===== src/rtl/flsts_pkg.sv =====
package flsts_pkg;
    typedef enum logic [2:0] {
        ST_IDLE  = 3'd0,
        ST_PRUN  = 3'd1,
        ST_PPROT = 3'd2,
        ST_ERUN  = 3'd3,
        ST_EPROT = 3'd4,
        ST_SUSP  = 3'd5,
        ST_FAIL  = 3'd6
    } st_e;

    localparam logic [1:0] OP_PROG   = 2'd0;
    localparam logic [1:0] OP_SERASE = 2'd1;
    localparam logic [1:0] OP_CERASE = 2'd2;
endpackage


===== src/rtl/fsts_seq.sv =====
module fsts_seq
    import flsts_pkg::*;
#(
    parameter int NSEC           = 8,
    parameter int TIMEOUT_CYC    = 64,
    parameter int PROT_PROG_CYC  = 8,
    parameter int PROT_ERASE_CYC = 16,
    localparam int SECW = $clog2(NSEC),
    localparam int MAXP = (PROT_PROG_CYC > PROT_ERASE_CYC) ? PROT_PROG_CYC : PROT_ERASE_CYC,
    localparam int MAXC = (TIMEOUT_CYC > MAXP) ? TIMEOUT_CYC : MAXP,
    localparam int CNTW = $clog2(MAXC + 1)
) (
    input  logic            clk,
    input  logic            rst_n,
    input  logic            start_i,
    input  logic [1:0]      kind_i,
    input  logic [SECW-1:0] op_sec_i,
    input  logic [7:0]      new_byte_i,
    input  logic [7:0]      old_byte_i,
    input  logic [NSEC-1:0] erase_sel_i,
    input  logic [NSEC-1:0] prot_i,
    input  logic            core_done_i,
    input  logic            suspend_i,
    input  logic            resume_i,
    input  logic            clear_i,
    output st_e             state_o,
    output logic            accept_o,
    output logic            is_erase_o,
    output logic [NSEC-1:0] sel_o,
    output logic [7:0]      new_o,
    output logic [7:0]      merged_o,
    output logic [CNTW-1:0] cnt_o
);
    localparam logic [CNTW-1:0] TO_LAST = CNTW'(TIMEOUT_CYC - 1);
    localparam logic [CNTW-1:0] PP_LAST = CNTW'(PROT_PROG_CYC - 1);
    localparam logic [CNTW-1:0] PE_LAST = CNTW'(PROT_ERASE_CYC - 1);

    st_e             state_q, state_d;
    logic [CNTW-1:0] cnt_q;
    logic [7:0]      new_q, old_q;
    logic [NSEC-1:0] sel_q, sel_d;
    logic            erase_q, sect_erase_q, conflict_q;
    logic            accept, cnt_en;

    assign accept = (state_q == ST_IDLE) && start_i && (kind_i != 2'd3);

    always_comb begin
        unique case (kind_i)
            OP_SERASE: sel_d = erase_sel_i;
            OP_CERASE: sel_d = '1;
            default:   sel_d = '0;
        endcase
    end

    assign cnt_en = (state_q == ST_PRUN) || (state_q == ST_PPROT) ||
                    (state_q == ST_ERUN) || (state_q == ST_EPROT);

    // state register and operation latch
    always_ff @(posedge clk or negedge rst_n) begin
        if (!rst_n) begin
            state_q      <= ST_IDLE;
            cnt_q        <= '0;
            new_q        <= '0;
            old_q        <= '0;
            sel_q        <= '0;
            erase_q      <= 1'b0;
            sect_erase_q <= 1'b0;
            conflict_q   <= 1'b0;
        end else begin
            state_q <= state_d;
            if (accept) begin
                cnt_q        <= '0;
                new_q        <= new_byte_i;
                old_q        <= old_byte_i;
                sel_q        <= sel_d;
                erase_q      <= (kind_i != OP_PROG);
                sect_erase_q <= (kind_i == OP_SERASE);
                conflict_q   <= (kind_i == OP_PROG) && (|(new_byte_i & ~old_byte_i));
            end else if (cnt_en && (cnt_q != CNTW'(MAXC))) begin
                cnt_q <= cnt_q + 1'b1;
            end
        end
    end

    // next state
    always_comb begin
        state_d = state_q;
        unique case (state_q)
            ST_IDLE: begin
                if (accept) begin
                    if (kind_i == OP_PROG)
                        state_d = prot_i[op_sec_i] ? ST_PPROT : ST_PRUN;
                    else
                        state_d = ((sel_d & ~prot_i) == '0) ? ST_EPROT : ST_ERUN;
                end
            end
            ST_PRUN: begin
                if (core_done_i && !conflict_q) state_d = ST_IDLE;
                else if (cnt_q == TO_LAST)      state_d = ST_FAIL;
            end
            ST_PPROT: begin
                if (cnt_q == PP_LAST) state_d = ST_IDLE;
            end
            ST_ERUN: begin
                if (core_done_i)                     state_d = ST_IDLE;
                else if (suspend_i && sect_erase_q)  state_d = ST_SUSP;
                else if (cnt_q == TO_LAST)           state_d = ST_FAIL;
            end
            ST_EPROT: begin
                if (cnt_q == PE_LAST) state_d = ST_IDLE;
            end
            ST_SUSP: begin
                if (resume_i) state_d = ST_ERUN;
            end
            ST_FAIL: begin
                if (clear_i) state_d = ST_IDLE;
            end
            default: state_d = ST_IDLE;
        endcase
    end

    // outputs
    always_comb begin
        state_o    = state_q;
        accept_o   = accept;
        is_erase_o = erase_q;
        sel_o      = sel_q;
        new_o      = new_q;
        merged_o   = old_q & new_q;
        cnt_o      = cnt_q;
    end
endmodule


===== src/rtl/fsts_tog.sv =====
module fsts_tog #(
    parameter int N = 2
) (
    input  logic         clk,
    input  logic         rst_n,
    input  logic         clr_i,
    input  logic [N-1:0] en_i,
    output logic [N-1:0] q_o
);
    for (genvar g = 0; g < N; g++) begin : g_cell
        logic q_r;
        always_ff @(posedge clk or negedge rst_n) begin
            if (!rst_n)        q_r <= 1'b0;
            else if (clr_i)    q_r <= 1'b0;
            else if (en_i[g])  q_r <= ~q_r;
        end
        assign q_o[g] = q_r;
    end
endmodule


===== src/rtl/fsts_out.sv =====
module fsts_out
    import flsts_pkg::*;
(
    input  st_e        state_i,
    input  logic       is_erase_i,
    input  logic       new7_i,
    input  logic       hit_i,
    input  logic       tog6_i,
    input  logic       tog2_i,
    output logic [7:0] rd_data_o,
    output logic       pass_o
);
    always_comb begin
        rd_data_o = 8'h00;
        pass_o    = 1'b0;
        unique case (state_i)
            ST_IDLE: pass_o = 1'b1;
            ST_PRUN, ST_PPROT:
                rd_data_o = {~new7_i, tog6_i, 1'b0, 2'b00, 1'b0, 2'b00};
            ST_ERUN, ST_EPROT:
                rd_data_o = {1'b0, tog6_i, 1'b0, 2'b00, tog2_i, 2'b00};
            ST_SUSP: begin
                if (hit_i) rd_data_o = {1'b1, tog6_i, 1'b0, 2'b00, tog2_i, 2'b00};
                else       pass_o    = 1'b1;
            end
            ST_FAIL:
                rd_data_o = {is_erase_i ? 1'b0 : ~new7_i, tog6_i, 1'b1, 2'b00,
                             is_erase_i & tog2_i, 2'b00};
            default: pass_o = 1'b1;
        endcase
    end
endmodule


===== src/rtl/flash_status_gen.sv =====
module flash_status_gen
    import flsts_pkg::*;
#(
    parameter int NSEC           = 8,
    parameter int TIMEOUT_CYC    = 64,
    parameter int PROT_PROG_CYC  = 8,
    parameter int PROT_ERASE_CYC = 16,
    localparam int SECW = $clog2(NSEC),
    localparam int MAXP = (PROT_PROG_CYC > PROT_ERASE_CYC) ? PROT_PROG_CYC : PROT_ERASE_CYC,
    localparam int MAXC = (TIMEOUT_CYC > MAXP) ? TIMEOUT_CYC : MAXP,
    localparam int CNTW = $clog2(MAXC + 1)
) (
    input  logic            clk,
    input  logic            rst_n,
    input  logic            start_i,
    input  logic [1:0]      kind_i,
    input  logic [SECW-1:0] op_sec_i,
    input  logic [7:0]      new_byte_i,
    input  logic [7:0]      old_byte_i,
    input  logic [NSEC-1:0] erase_sel_i,
    input  logic [NSEC-1:0] prot_i,
    input  logic            core_done_i,
    input  logic            suspend_i,
    input  logic            resume_i,
    input  logic            clear_i,
    input  logic            rd_stb_i,
    input  logic [SECW-1:0] rd_sec_i,
    output logic [7:0]      rd_data_o,
    output logic            pass_o,
    output logic [7:0]      merged_o
);
    st_e             state_w;
    logic            accept_w, erase_w, hit_w, act6_w, act2_w;
    logic [NSEC-1:0] sel_w;
    logic [7:0]      new_w;
    logic [CNTW-1:0] cnt_w;
    logic [1:0]      tog_w;

    fsts_seq #(
        .NSEC(NSEC), .TIMEOUT_CYC(TIMEOUT_CYC),
        .PROT_PROG_CYC(PROT_PROG_CYC), .PROT_ERASE_CYC(PROT_ERASE_CYC)
    ) u_seq (
        .clk(clk), .rst_n(rst_n), .start_i(start_i), .kind_i(kind_i),
        .op_sec_i(op_sec_i), .new_byte_i(new_byte_i), .old_byte_i(old_byte_i),
        .erase_sel_i(erase_sel_i), .prot_i(prot_i), .core_done_i(core_done_i),
        .suspend_i(suspend_i), .resume_i(resume_i), .clear_i(clear_i),
        .state_o(state_w), .accept_o(accept_w), .is_erase_o(erase_w),
        .sel_o(sel_w), .new_o(new_w), .merged_o(merged_o), .cnt_o(cnt_w)
    );

    assign hit_w  = sel_w[rd_sec_i];
    assign act6_w = (state_w == ST_PRUN) || (state_w == ST_PPROT) ||
                    (state_w == ST_ERUN) || (state_w == ST_EPROT) ||
                    (state_w == ST_FAIL);
    assign act2_w = hit_w && (state_w != ST_IDLE);

    fsts_tog #(.N(2)) u_tog (
        .clk(clk), .rst_n(rst_n), .clr_i(accept_w),
        .en_i({rd_stb_i & act2_w, rd_stb_i & act6_w}),
        .q_o(tog_w)
    );

    fsts_out u_out (
        .state_i(state_w), .is_erase_i(erase_w), .new7_i(new_w[7]),
        .hit_i(hit_w), .tog6_i(tog_w[0]), .tog2_i(tog_w[1]),
        .rd_data_o(rd_data_o), .pass_o(pass_o)
    );
endmodule


===== config.mk =====
export PLATFORM = sky130hd
export DESIGN_NAME = flash_status_gen
export DESIGN_NICKNAME = d
export VERILOG_FILES = /design/src/rtl/flsts_pkg.sv /design/src/rtl/fsts_seq.sv /design/src/rtl/fsts_tog.sv /design/src/rtl/fsts_out.sv /design/src/rtl/flash_status_gen.sv
export SDC_FILE = /design/constraint.sdc
export NUM_CORES = 1
export LEC_CHECK = 0
export BUFFER_PORTS_ARGS = -buffer_cell sky130_fd_sc_hd__buf_2
export CORE_UTILIZATION = 32
export DETAILED_ROUTE_END_ITERATION = 10
export MAX_ROUTING_LAYER = met4
export SYNTH_ARGS = -nofsm -noshare
export SYNTH_HDL_FRONTEND = slang
export SYNTH_HIERARCHICAL = 1
export SYNTH_SLANG_ARGS = --single-unit

===== constraint.sdc =====
create_clock -name clk -period 4.2 [get_ports clk]
set_input_delay 0.42 -clock clk [delete_from_list [all_inputs] [get_ports clk]]
set_output_delay 0.42 -clock clk [all_outputs]
set_load 0.005 [all_outputs]

==> results.toml <==
[status]
status = "complete, no violations"

[layout]
antenna_cells = 0
finalNetCount = 379
multi_input_area_mm2 = 0.00117
syn2layout_area_growth_pct = 19.0
final_cells = 422
regArea_um2 = 976
fillers = 737
drive_gt1_share_pct = 23.3

[sta]
slew_viol_final = 0
setup_slack_ns = 1.89
grt_setup_unrepaired = "no"
worstMarginPinSlew_ns = 0.852
period_needed_ns = 2.31
fin_skew_ns = 0.00969
whs_ns = 0.228
max_freq_mhz = 433
hold_violations = 0
max-slew-margin-rel_pct = 43.2
setup_violations = 0
finalCritPeriodShare_pct = 55.0
tns_ns = 0

[synthesis]
yosysWarnings = 6
synth.top_cells.by_count = "51 x nand2_1, 39 x dfrtp_1, 23 x inv_1"
async_reset_ff_share_pct = 100
syn_avg_cell_area_um2 = 8.56
synth_top_area_share_pct = 41.8
synth_flop_cell = "dfrtp_1"
ys_seq_area_share_pct = 41.8
synthTopCellsByArea = "dfrtp_1 42%, nand2_1 8.2%, inv_1 3.7%"
synthDistinctLibCells = 46
yosys.area.top_type = "dfrtp_1"
synth.most_common_cell = "nand2_1"
syn_inst = 273
yosys_register_bits = 39
syn_area_mm2 = 0.00234
synth_edf_count = 0

[setup_path]
cp.depth = 8
crit_arrival_ns = 2.49
slowest_stage = "or4_1"
critPathTopFamily = "compound AO/OA/AOI/OAI gates"
critPathKind = "in2reg"
timing.rr.start = "u_seq/state_o[0]"
start_kind = "input port"
r2r_cells = 6
crit_chain = "buf_2, inv_1, ha_1, inv_1, nor3_1, or4_1, a2111o_1, a211o_1"
crit_top_cell = "inv_1"
crit_required_ns = 4.38
critical_path.max_stage_delay_ns = 0.52
critPathBufInv = 3
r2r_setup_slack_ns = 2.03
cp-end-kind = "flop"
cp_max_fo = 11
worstReg2RegEnd = "u_seq/sect_erase_q"

[placement]
placedCellCount = 414
io_buffers = 60
dp_hpwl_um = 3990
pre_cts_ws_ns = 1.59
place_congestion = 0.820

[detailed_routing]
wire_per_inst_um = 12.7
drt_iter0_markers = 71
via_count = 2024
first_pass_iters = 4
wl_um = 5360
drc = 0
viasPerCell = 4.80
ant_nets = 0

[power_and_ir_drop]
ir_worst_vdd_v = 0.000187
power_uw = 1580
power_density_mw_per_mm2 = 569
p_leak_uw = 0.00140

[clock_tree]
cts_tree = "built"
cts_sinks = 39
path_clk_slew_ns = 0.08
cts_buffers = 5
clockRootBuffer = "clkbuf_8"
clkLatencyLatePin_ns = 0.29
cts_buffer_depth = 2
hold_buffers = 0
cts-resized-gates = 0
htreeDepth = 2
post_cts_buffers = 0

[floorplanning]
core_mm2 = 0.00691
ios = 65
die_x_um = 87.5
die_area_mm2 = 0.00765
row_count = 30
start_util_pct = 33.8
die_y_um = 87.5

[global_route]
grt_max_degree = 52
grt_pass1_wl_um = 9070
gr-usage-all-layers_pct = 15.8
grt_overflow = 0
antenna_found_initial = 0
grt_pass1_vias = 1969

[run]
maxCapViolCount = 0

[min_path]
hold_path_class = "in2async"
worst max-delay path by stage:
| stage | from | end | slack, ns |
|---|---|---|---|
| floorplan | kind_i[0] | u_seq/state_o[1] | 1.86 |
| global placement | kind_i[0] | u_seq/state_o[1] | 1.63 |
| detailed placement | kind_i[0] | u_seq/state_o[1] | 1.59 |
| CTS | kind_i[0] | u_seq/state_o[1] | 1.89 |
| global route | kind_i[0] | u_seq/state_o[1] | 1.77 |
| finish | kind_i[0] | u_seq/state_o[1] | 1.89 |
routing by layer:
| layer | GRT usage (%) | up-vias | routed length, µm |
|---|---|---|---|
| met1 | 20.5 | 921 | 2630 |
| met2 | 24.4 | 70 | 2340 |
| met3 | 3.13 | 5 | 318 |
| li1 | - | 1028 | - |
| met4 | 5.51 | 0 | 75 |
| met5 | - | - | 0 |
layout make-up:
type                            instances  area share, %
Clock buffer                            6           2.97
Clock inverter                          2           1.26
Inverter                               23           3.10
Multi-Input combinational cell        195           42.2
Sequential cell                        39           35.1
Tap cell                               96           4.32
Timing Repair Buffer                   61           11.1
through the flow:
step / cell area [µm²] / utilization, %
6_report: 2780 / 40.3
5_1_grt: 2780 / 40.3
4_1_cts: 2780 / 40.3
3_5_place_dp: 2660 / 38.6
3_3_place_gp: 2660 / 38.6
2_1_floorplan: 2350 / -
cell usage in the layout, fill, tap and decap left out, drive strengths merged, types with 2 or more instances in the layout:
| cell | n |
|---|---|
| buf | 61 |
| nand3 | 8 |
| nor2b | 4 |
| nand2b | 2 |
| o21ai | 17 |
| or4 | 2 |
| mux2i | 4 |
| mux4 | 3 |
| clkbuf | 6 |
| a21oi | 17 |
| nor2 | 13 |
| a211oi | 2 |
| o31ai | 10 |
| dfrtp | 39 |
| conb | 4 |
| o22ai | 6 |
| xnor2 | 6 |
| o221ai | 3 |
| ha | 6 |
| nor3 | 6 |
| and2 | 9 |
| a22o | 2 |
| inv | 23 |
| a21o | 2 |
| or3 | 4 |
| nand2 | 51 |
cells by family (layout without fill, tap and decap cells):
kind of cell,Yosys count,in the layout,share of synthesized area [%]
buffers and inverters,42,92,8.51
AOI/OAI and AO/OA,68,68,18.7
and+or+nand+nor,103,103,20.3
DFF,39,39,41.8
xor gates and xnor gates,6,6,2.25
other,1,4,0.160
adders and majority gates,6,6,3.21
muxes,8,8,5.09
power breakdown:
group | total [µW] | switching [µW] | internal, µW
sequential | 683 | 152 | 531
clock | 324 | 131 | 192
combinational | 576 | 310 | 266
registers in the layout, summed over array words and instances (netlist names):
register / count
u_seq/is_erase_o: 1
u_seq/old_q: 8
u_seq/state_o: 3
u_tog/g_cell.q_r: 2
u_seq/sect_erase_q: 1
u_seq/sel_o: 8
u_seq/new_o: 8
u_seq/conflict_q: 1
u_seq/cnt_o: 7
Power figures use the tool's default switching activity.
